$ cat config.mk
export PLATFORM = sky130hd
export DESIGN_NAME = hb_gate_seq
export DESIGN_NICKNAME = d
export VERILOG_FILES = /design/src/rtl/hb_gate_pkg.sv /design/src/rtl/hb_phase_timer.sv /design/src/rtl/hb_hi_watchdog.sv /design/src/rtl/hb_seq_fsm.sv /design/src/rtl/hb_gate_seq.sv
export SDC_FILE = /design/constraint.sdc
export NUM_CORES = 1
export LEC_CHECK = 0
export ABC_AREA = 1
export BUFFER_PORTS_ARGS = -buffer_cell sky130_fd_sc_hd__buf_2
export CAP_MARGIN = 20
export CELL_PAD_IN_SITES_DETAIL_PLACEMENT = 1
export CELL_PAD_IN_SITES_GLOBAL_PLACEMENT = 1
export CORE_MARGIN = 2
export CORE_UTILIZATION = 30
export DETAILED_ROUTE_END_ITERATION = 8
export HOLD_SLACK_MARGIN = 0.15
export PLACE_DENSITY_LB_ADDON = 0.1
export SETUP_SLACK_MARGIN = 0.2
export SLEW_MARGIN = 25
export SYNTH_ARGS = -nofsm -noshare
export SYNTH_HDL_FRONTEND = slang
export SYNTH_SLANG_ARGS = --single-unit
$ cat constraint.sdc
create_clock -name clk -period 4.9 [get_ports clk]
set_input_delay 0.245 -clock clk [delete_from_list [all_inputs] [get_ports clk]]
set_output_delay 0.245 -clock clk [all_outputs]
set_load 0.01 [all_outputs]
$ cat src/rtl/hb_gate_pkg.sv
package hb_gate_pkg;

    typedef enum logic [3:0] {
        ST_IDLE,
        ST_HI_ON,
        ST_HI_EXIT,
        ST_GAP_HL,
        ST_LO_ON,
        ST_LO_EXIT,
        ST_GAP_LH,
        ST_WD_GAP,
        ST_WD_REFRESH
    } seq_state_t;

    function automatic int unsigned max4(int unsigned a, int unsigned b,
                                         int unsigned c, int unsigned d);
        int unsigned m;
        m = a;
        if (b > m) m = b;
        if (c > m) m = c;
        if (d > m) m = d;
        return m;
    endfunction

endpackage

$ cat src/rtl/hb_phase_timer.sv
module hb_phase_timer #(
    parameter int unsigned CW = 8
) (
    input  logic          clk,
    input  logic          rst_n,
    input  logic          restart,
    output logic [CW-1:0] count
);
    // Cycles spent in the current state; saturates instead of wrapping.
    always_ff @(posedge clk or negedge rst_n) begin
        if (!rst_n)
            count <= '0;
        else if (restart)
            count <= '0;
        else if (count != {CW{1'b1}})
            count <= count + 1'b1;
    end
endmodule

$ cat src/rtl/hb_hi_watchdog.sv
module hb_hi_watchdog #(
    parameter int unsigned LIMIT = 2000
) (
    input  logic clk,
    input  logic rst_n,
    input  logic hi_active,
    output logic expired
);
    localparam int unsigned WW = $clog2(LIMIT + 1);
    localparam logic [WW-1:0] LAST = WW'(LIMIT - 1);

    logic [WW-1:0] run_cnt;

    assign expired = hi_active && (run_cnt == LAST);

    // Counts consecutive high-side cycles; any low cycle clears it.
    always_ff @(posedge clk or negedge rst_n) begin
        if (!rst_n)
            run_cnt <= '0;
        else if (!hi_active)
            run_cnt <= '0;
        else if (!expired)
            run_cnt <= run_cnt + 1'b1;
    end
endmodule

$ cat src/rtl/hb_seq_fsm.sv
module hb_seq_fsm
    import hb_gate_pkg::*;
#(
    parameter int unsigned HO_OFF_DLY  = 18,
    parameter int unsigned LO_OFF_DLY  = 18,
    parameter int unsigned DEAD_CYC    = 14,
    parameter int unsigned REFRESH_CYC = 100,
    parameter int unsigned CW          = 8
) (
    input  logic          clk,
    input  logic          rst_n,
    input  logic          run_en,
    input  logic          fb_above,
    input  logic [CW-1:0] phase_cnt,
    input  logic          wd_expired,
    output logic          restart,
    output logic          ho,
    output logic          lo
);
    localparam logic [CW-1:0] LAST_HO_DLY = CW'(HO_OFF_DLY - 1);
    localparam logic [CW-1:0] LAST_LO_DLY = CW'(LO_OFF_DLY - 1);
    localparam logic [CW-1:0] LAST_DEAD   = CW'(DEAD_CYC - 1);
    localparam logic [CW-1:0] LAST_REFR   = CW'(REFRESH_CYC - 1);

    seq_state_t state_q, state_d;

    // State register
    always_ff @(posedge clk or negedge rst_n) begin
        if (!rst_n)
            state_q <= ST_IDLE;
        else
            state_q <= state_d;
    end

    // Next-state decision
    always_comb begin
        state_d = state_q;
        if (!run_en) begin
            state_d = ST_IDLE;
        end else begin
            unique case (state_q)
                ST_IDLE:       state_d = ST_LO_ON;
                ST_HI_ON: begin
                    if (wd_expired)            state_d = ST_WD_GAP;
                    else if (fb_above)         state_d = ST_HI_EXIT;
                end
                ST_HI_EXIT: begin
                    if (wd_expired)            state_d = ST_WD_GAP;
                    else if (!fb_above)        state_d = ST_HI_ON;
                    else if (phase_cnt == LAST_HO_DLY) state_d = ST_GAP_HL;
                end
                ST_GAP_HL: begin
                    if (phase_cnt == LAST_DEAD) state_d = ST_LO_ON;
                end
                ST_LO_ON: begin
                    if (!fb_above)             state_d = ST_LO_EXIT;
                end
                ST_LO_EXIT: begin
                    if (fb_above)              state_d = ST_LO_ON;
                    else if (phase_cnt == LAST_LO_DLY) state_d = ST_GAP_LH;
                end
                ST_GAP_LH: begin
                    if (phase_cnt == LAST_DEAD) state_d = ST_HI_ON;
                end
                ST_WD_GAP: begin
                    if (phase_cnt == LAST_DEAD) state_d = ST_WD_REFRESH;
                end
                ST_WD_REFRESH: begin
                    if (phase_cnt == LAST_REFR)
                        state_d = fb_above ? ST_LO_ON : ST_GAP_LH;
                end
                default:       state_d = ST_IDLE;
            endcase
        end
    end

    assign restart = (state_d != state_q);

    // Output decode
    always_comb begin
        ho = 1'b0;
        lo = 1'b0;
        unique case (state_q)
            ST_HI_ON, ST_HI_EXIT:                 ho = 1'b1;
            ST_LO_ON, ST_LO_EXIT, ST_WD_REFRESH:  lo = 1'b1;
            ST_IDLE, ST_GAP_HL, ST_GAP_LH,
            ST_WD_GAP:                            ;
            default:                              ;
        endcase
    end
endmodule

$ cat src/rtl/hb_gate_seq.sv
module hb_gate_seq
    import hb_gate_pkg::*;
#(
    parameter int unsigned HO_OFF_DLY  = 18,
    parameter int unsigned LO_OFF_DLY  = 18,
    parameter int unsigned DEAD_CYC    = 14,
    parameter int unsigned WD_LIMIT    = 2000,
    parameter int unsigned REFRESH_CYC = 100
) (
    input  logic clk,
    input  logic rst_n,
    input  logic run_en,
    input  logic fb_above,
    output logic ho,
    output logic lo
);
    localparam int unsigned MAX_PHASE = max4(HO_OFF_DLY, LO_OFF_DLY, DEAD_CYC, REFRESH_CYC);
    localparam int unsigned CW        = $clog2(MAX_PHASE + 1);

    logic          restart;
    logic [CW-1:0] phase_cnt;
    logic          wd_expired;

    hb_phase_timer #(.CW(CW)) u_timer (
        .clk     (clk),
        .rst_n   (rst_n),
        .restart (restart),
        .count   (phase_cnt)
    );

    hb_hi_watchdog #(.LIMIT(WD_LIMIT)) u_wd (
        .clk       (clk),
        .rst_n     (rst_n),
        .hi_active (ho),
        .expired   (wd_expired)
    );

    hb_seq_fsm #(
        .HO_OFF_DLY  (HO_OFF_DLY),
        .LO_OFF_DLY  (LO_OFF_DLY),
        .DEAD_CYC    (DEAD_CYC),
        .REFRESH_CYC (REFRESH_CYC),
        .CW          (CW)
    ) u_fsm (
        .clk        (clk),
        .rst_n      (rst_n),
        .run_en     (run_en),
        .fb_above   (fb_above),
        .phase_cnt  (phase_cnt),
        .wd_expired (wd_expired),
        .restart    (restart),
        .ho         (ho),
        .lo         (lo)
    );
endmodule

# ---- After elaboration in Yosys (flattened, before gate mapping)
# Index checks and enable logic that the tools add are counted.
dict set report word_totals {
  ff_bits 22
  in_bits 4
  output_inout_bits 2
  elab_cells 46
}
dict set report classes {
  add_sub_neg 2
  eq_ne 15
  muxes 21
  reduce_logical 5
}
# op count
set ops {}
lappend ops {{4-bit two-way mux} 13}
lappend ops {{4-bit one-hot mux with 9 select lines} 1}
lappend ops {{11-bit two-way mux} 2}
lappend ops {{4-bit by 3-bit equality test with 1-bit output, second input constant} 4}
lappend ops {{7-bit two-way mux} 2}
lappend ops {{11-bit by 1-bit adder with 11-bit output, second input constant} 1}
lappend ops {{11-bit equality test, second input constant} 1}
lappend ops {{4-bit by 2-bit equality test with 1-bit output, second input constant} 2}
lappend ops {{7-bit by 1-bit adder with 7-bit output, second input constant} 1}
lappend ops {{7-bit by 4-bit equality test with 1-bit output, second input constant} 1}
lappend ops {{7-bit by 5-bit equality test with 1-bit output, second input constant} 1}
lappend ops {{7-bit equality test, second input constant} 1}
lappend ops {{7-bit inequality test, second input constant} 1}
lappend ops {{4-bit by 1-bit equality test with 1-bit output, second input constant} 1}
lappend ops {{4-bit equality test, second input constant} 1}
lappend ops {{4-bit zero test} 1}
lappend ops {{4-bit inequality test} 1}
lappend ops {{3-bit OR reduction} 1}
lappend ops {{1-bit two-way mux} 2}
lappend ops {{2-bit two-way mux} 1}
lappend ops {{2-bit inequality test, second input constant} 1}
lappend ops {{2-bit nonzero test} 1}
lappend ops {{2-bit OR reduction} 1}
lappend ops {{1-bit logical AND} 1}

# ---- Depth between registers and ports, before layout
dict set report logic_depth {
  ltp_word 9
  depth_mapped 16
  mapped_depth_nobuf 16
}

# ---- Modules after synthesis
# Synthesis repeated with hierarchy kept, for this count alone.
dict set report hier_totals {
  cells_unflattened 262
  hier_area_um2 1650.3
}
# module instances cells_each area_per_inst_um2 seq_area_each_um2
set by_module_without_submodules {}
lappend by_module_without_submodules {hb_hi_watchdog 1 93 655.6 275.3}
lappend by_module_without_submodules {hb_seq_fsm 1 122 624.3 100.1}
lappend by_module_without_submodules {hb_phase_timer 1 47 370.4 175.2}

# ---- Worst setup path before layout
# Ideal clock, no wire load.
dict set report synth_path {
  kind {reg2reg}
  start {register u_timer.count[1]}
  end {register u_timer.count[2]}
  setup_time_ps 121
  arrival_ps 1505
  required_time_ps 4779
  setup_slack_ps 3274
  stages_incl_launch_ff 16
  path_buffers 0
  synth_period_minus_slack_ps 1626
  path_cell_list {dfrtp_1 -> inv_1 -> ha_1 -> inv_1 -> nor2_1 -> nand3_1 -> nand2_1 -> nand2_1 -> nor2_1 -> nand3_2 -> nand2_1 -> nand2_1 -> nand2_1 -> nor2_4 -> nand3_4 -> nor2_1}
}
dict set report synth_between {
  elab_chain_len 8
  elab_cells_between_ends 20
  cone_classes {add/sub (1); eq/ne (5); mux (13); reduce/logical (1)}
}
# item line
set synth_rtl {}
lappend synth_rtl {{start, declared} hb_phase_timer.sv:7} ;# output logic [CW-1:0] count
lappend synth_rtl {{start signal, assigned} hb_phase_timer.sv:16} ;# count <= count + 1'b1;
lappend synth_rtl {{7-bit by 5-bit equality test with 1-bit output} {hb_seq_fsm.sv:50, hb_seq_fsm.sv:60}}
lappend synth_rtl {{4-bit two-way mux} hb_seq_fsm.sv:50} ;# else if (phase_cnt == LAST_HO_DLY) state_d = ST_GAP_HL;
lappend synth_rtl {{4-bit two-way mux} hb_seq_fsm.sv:49} ;# else if (!fb_above) state_d = ST_HI_ON;
lappend synth_rtl {{4-bit two-way mux} hb_seq_fsm.sv:48} ;# if (wd_expired) state_d = ST_WD_GAP;
lappend synth_rtl {{4-bit one-hot mux with 9 select lines} hb_seq_fsm.sv:41} ;# unique case (state_q)
lappend synth_rtl {{4-bit two-way mux} hb_seq_fsm.sv:38} ;# if (!run_en) begin
lappend synth_rtl {{4-bit inequality test} hb_seq_fsm.sv:77} ;# assign restart = (state_d != state_q);
lappend synth_rtl {{7-bit two-way mux / 2-bit nonzero test (equally long branches)} n/a}
# Parallel ways exist; a longest one is shown, timed or not. The select of a mux whose other input is x is not followed.
# A chain may end at the register's enable or synchronous reset.

# ---- Worst setup path in the final report
dict set report layout_path {
  start {register u_fsm.state_q[1]}
  end {register u_timer.count[2]}
}
dict set report layout_between {
  elab_chain_len 9
  elab_cells_between_ends 29
  cone_classes {eq/ne (9); mux (16); reduce/logical (4)}
}
# item line
set layout_rtl {}
lappend layout_rtl {{start, declared} hb_seq_fsm.sv:25} ;# seq_state_t state_q, state_d;
lappend layout_rtl {{start signal, assigned} hb_seq_fsm.sv:32} ;# state_q <= state_d;
lappend layout_rtl {{4-bit by 1-bit equality test with 1-bit output / 4-bit by 2-bit equality test with 1-bit output (equally long branches)} {hb_seq_fsm.sv:41, hb_seq_fsm.sv:83}}
lappend layout_rtl {{2-bit OR reduction} hb_seq_fsm.sv:83} ;# unique case (state_q)
lappend layout_rtl {{1-bit two-way mux} hb_seq_fsm.sv:83}
lappend layout_rtl {{1-bit logical AND} hb_hi_watchdog.sv:14} ;# assign expired = hi_active && (run_cnt == LAST);
lappend layout_rtl {{4-bit two-way mux (on tied branches)} {hb_seq_fsm.sv:48, hb_seq_fsm.sv:44}}
lappend layout_rtl {{4-bit one-hot mux with 9 select lines} hb_seq_fsm.sv:41}
lappend layout_rtl {{4-bit two-way mux} hb_seq_fsm.sv:38}
lappend layout_rtl {{4-bit inequality test *} hb_seq_fsm.sv:77}
lappend layout_rtl {{7-bit two-way mux / 2-bit nonzero test (equally long branches)} n/a}
# Mark *: on every way between the ends. The rest lies on a longest branch, timed or not.

==> results by group <==
Setup path
  – Crit Path Max Fanout: 12
  – WP data required: 5.09 ns
  – Most used cell, CP: nand2_1
  – Crit-path cells: inv_2 > nor2_2 > nand2_2 > nand2_4 > nand3_1 > nand2_1 > nor2_1 > nand2_1 > nand2_1 > nand2_1 > nand2_1 > inv_2 > nand3_4 > nor2_1
  – Worst EP arrival: 2.20 ns
  – Slowest-stage cell, CP: dfrtp_1
  – CP Class: reg2reg
  – Max incr delay on CP: 0.58 ns
  – CP Capture Type: flip-flop
  – Startpoint types: flip-flop

Timing
  – Peak Freq: 0.500 GHz
  – Period utilization: 40.8%
  – Period minus WS final: 2.00 ns
  – Worst-margin pin slew: 0.551 ns
  – Unrepaired setup endpoints after global routing: false
  – Final Hold Violating Endpoints: 0
  – Slew Limit Fails: 0
  – Relative slew slack: 63.3%
  – Clock skew: 0.00588 ns
  – Fin Setup TNS: 0 ns
  – Endpoints failing setup: 0
  – Fin worst setup slack: 2.90 ns

Clock tree
  – Clk sinks: 22
  – Number of CTS-inserted buffers: 3
  – CTS Buffer Depth: 2
  – H-tree levels: 1
  – Clock Tree Root: clkbuf_8
  – CTS tree: built
  – Reg clk slew, reported paths: 0.08 ns
  – Worst skew pair latency: 0.27 ns
  – Post-CTS setup buffers: 0
  – # resized after CTS: 0

Floorplan
  – DIE HEIGHT: 78.8 microns
  – Ports: 6
  – Die area: 0.00620 sq mm
  – FP Rows: 27
  – Effective utilization at floorplan: 30.8%
  – DIE WIDTH: 78.8 microns
  – Core area: 0.00544 sq mm

Pwr
  – Leak: 0.883 nW
  – Combinational share of power: 21.5%
  – Internal cell power: 0.274 mW
  – Part of the power in the clock network: 28.5%
  – Maximum VDD drop: 0.000145 V
  – Power per cell area: 227 mW/mm^2
  – Sw frac: 32.6%
  – Net switching power: 0.133 mW
  – Seq pwr share: 50.0%
  – Tot Pwr: 0.407 mW

Place
  – Dpl hpwl: 3.34 mm
  – Setup WS pre-CTS: 2.88 ns
  – Routability cong.: 0.728
  – PortBufs: 5
  – Placed Cells: 319

Drt
  – Highest metal used: met4
  – Via total after detailed routing: 1533
  – Initial DRC count: 57
  – DR vias/cell: 4.75
  – Detailed-route wire length: 4.27 mm
  – WL/cell: 13.2 microns
  – WL met3: 95 microns
  – DRT Pass-1 Iters: 4
  – WL met2: 2.04 mm
  – DRT antenna net count: 0
  – Residual DRC: 0
  – Met1 wire length: 2.08 mm

Layout
  – Fillers: 691
  – Ratio of cells with drive above 1 in the final layout: 16.7%
  – Finished Layout Cells: 323
  – Layout net count: 260
  – Area of the multi-input gates: 943 sq um
  – Most frequent cells in the layout: nand2_1 (62), nor2_1 (36), inv_1 (25)
  – Area Overhead vs Synth: 7.24%
  – Register Area: 551 sq um
  – Most common cell after layout, fill and taps aside: nand2_1
  – Antenna Cells: 0

Logic synthesis
  – Syn Std Cell Area: 0.00168 sq mm
  – Cell taking the most area after synthesis: dfrtp_1
  – Avg Cell Area, Syn: 6.82 sq um
  – Mapped Cells: 246
  – Syn nets: 253
  – Synth area leaders: dfrtp_1 (33%), nand2_1 (14%), nor2_1 (8.1%)
  – Sequential-to-total area share from yosys stat: 32.8%
  – Yosys cell types: 29
  – Top cell type's share of synthesized area: 32.8%
  – Flops & latches, synth: 22
  – YS warnings: 0

Job
  – Max Cap Viol: 0

Global routing
  – Vias in the first global route: 1554
  – Global-route wire length before repair: 7.39 mm
  – Initial antenna violation count: 0
  – Largest net degree at the start of global routing: 23
  – Grt total ovfl: 0
  – Tot GR Track Use: 15.1%

Hold path
  – Worst hold path type: in2reg

Status
  – Status: finished clean
[final timing paths]
| kind | from | to | slack [ns] | cells after the start |
|---|---|---|---|---|
| max reg2reg | u_fsm.state_q[1] | u_timer.count[2] | 2.90 | 14 |
| min | run_en | u_fsm.state_q[1] | 0.29 | 3 |
| min reg2reg | u_wd.run_cnt[8] | u_wd.run_cnt[8] | 0.52 | 1 |
| min in group asynchronous | rst_n | u_wd.run_cnt[7] | 0.50 | 2 |
| max | u_fsm.state_q[1] | u_timer.count[2] | 2.90 | 14 |
| max in group asynchronous | rst_n | u_timer.count[4] | 4.03 | 2 |
[synth_stat cells]
| library cell | n |
|---|---|
| nand2_1 | 62 |
| nand4_2 | 1 |
| nand3_4 | 1 |
| nor2_1 | 36 |
| nand2_2 | 5 |
| nand3_2 | 2 |
| o221a_2 | 1 |
| buf_6 | 4 |
| a31oi_1 | 2 |
| a21oi_1 | 8 |
| inv_4 | 1 |
| nor2_2 | 8 |
| ha_1 | 3 |
| xor2_1 | 3 |
| nand2_4 | 4 |
| nand4_1 | 3 |
| o211ai_1 | 2 |
| o21ai_1 | 2 |
| nand3_1 | 24 |
| inv_1 | 25 |
| dfrtp_1 | 22 |
| nor3_1 | 3 |
| nor2_4 | 2 |
| o21ai_0 | 9 |
| o31ai_1 | 1 |
| o21bai_1 | 1 |
| inv_2 | 8 |
| clkinv_1 | 2 |
| nor3_2 | 1 |
[per-layer routing]
layer | track usage [%] | vias to the layer above
met5 | 0 | -
met4 | 4.39 | 0
met3 | 2.73 | 4
met2 | 26.2 | 12
met1 | 19.2 | 724
li1 | - | 793
[cells by family (layout without fill, tap and decap cells)]
group	after synthesis	in the layout	synth area share (%)
buffers and inverters	40	45	10.9
AO/OA/AOI/OAI	26	26	8.88
XOR/XNOR	3	3	1.57
AND/OR/NAND/NOR	152	152	43.6
flip-flops	22	22	32.8
adder cells (fa/ha/maj)	3	3	2.24
[sequential cells by signal, summed over array words and instances (netlist names)]
register and cells:
u_wd.run_cnt 11, u_timer.count 7, u_fsm.state_q 4
[timing repair]
action	in CTS	in global routing
hold buffers	1	0
hold endpoints to repair	22	0
setup endpoints to repair	0	0
[power by group through the flow]
stage | clock, mW | sequential [mW] | combinational, mW
finish | 0.116 | 0.204 | 0.0877
global route | 0.129 | 0.206 | 0.103
CTS | 0.125 | 0.204 | 0.0908
detailed placement | 0 | 0.207 | 0.0898
global placement | 0 | 0.207 | 0.0904
floorplan | 0 | 0.200 | 0.0730
[through the flow]
step	hold slack (ns)	area, sq um	utilization [%]
2_1_floorplan	-0.0506	1680	-
3_3_place_gp	0.273	1750	32.1
3_5_place_dp	0.265	1750	32.1
4_1_cts	0.282	1800	33.1
5_1_grt	0.299	1800	33.1
6_report	0.287	1800	33.1
[cell type report]
class	count	area share (%)
multi-input combinational	184	52.5
timing repair buffer	6	1.95
tap	72	5.01
sequential	22	30.6
clock buffer	3	2.30
inverter	36	7.65
[worst max-delay path: cells and delay by family, from the launching register on]
| kind | cells | cell delay [ns] |
|---|---|---|
| DFF | 1 | 0.58 |
| and+or+nand+nor | 12 | 1.14 |
| buffers and inverters | 2 | 0.22 |
(Power assumes the default switching activity.)
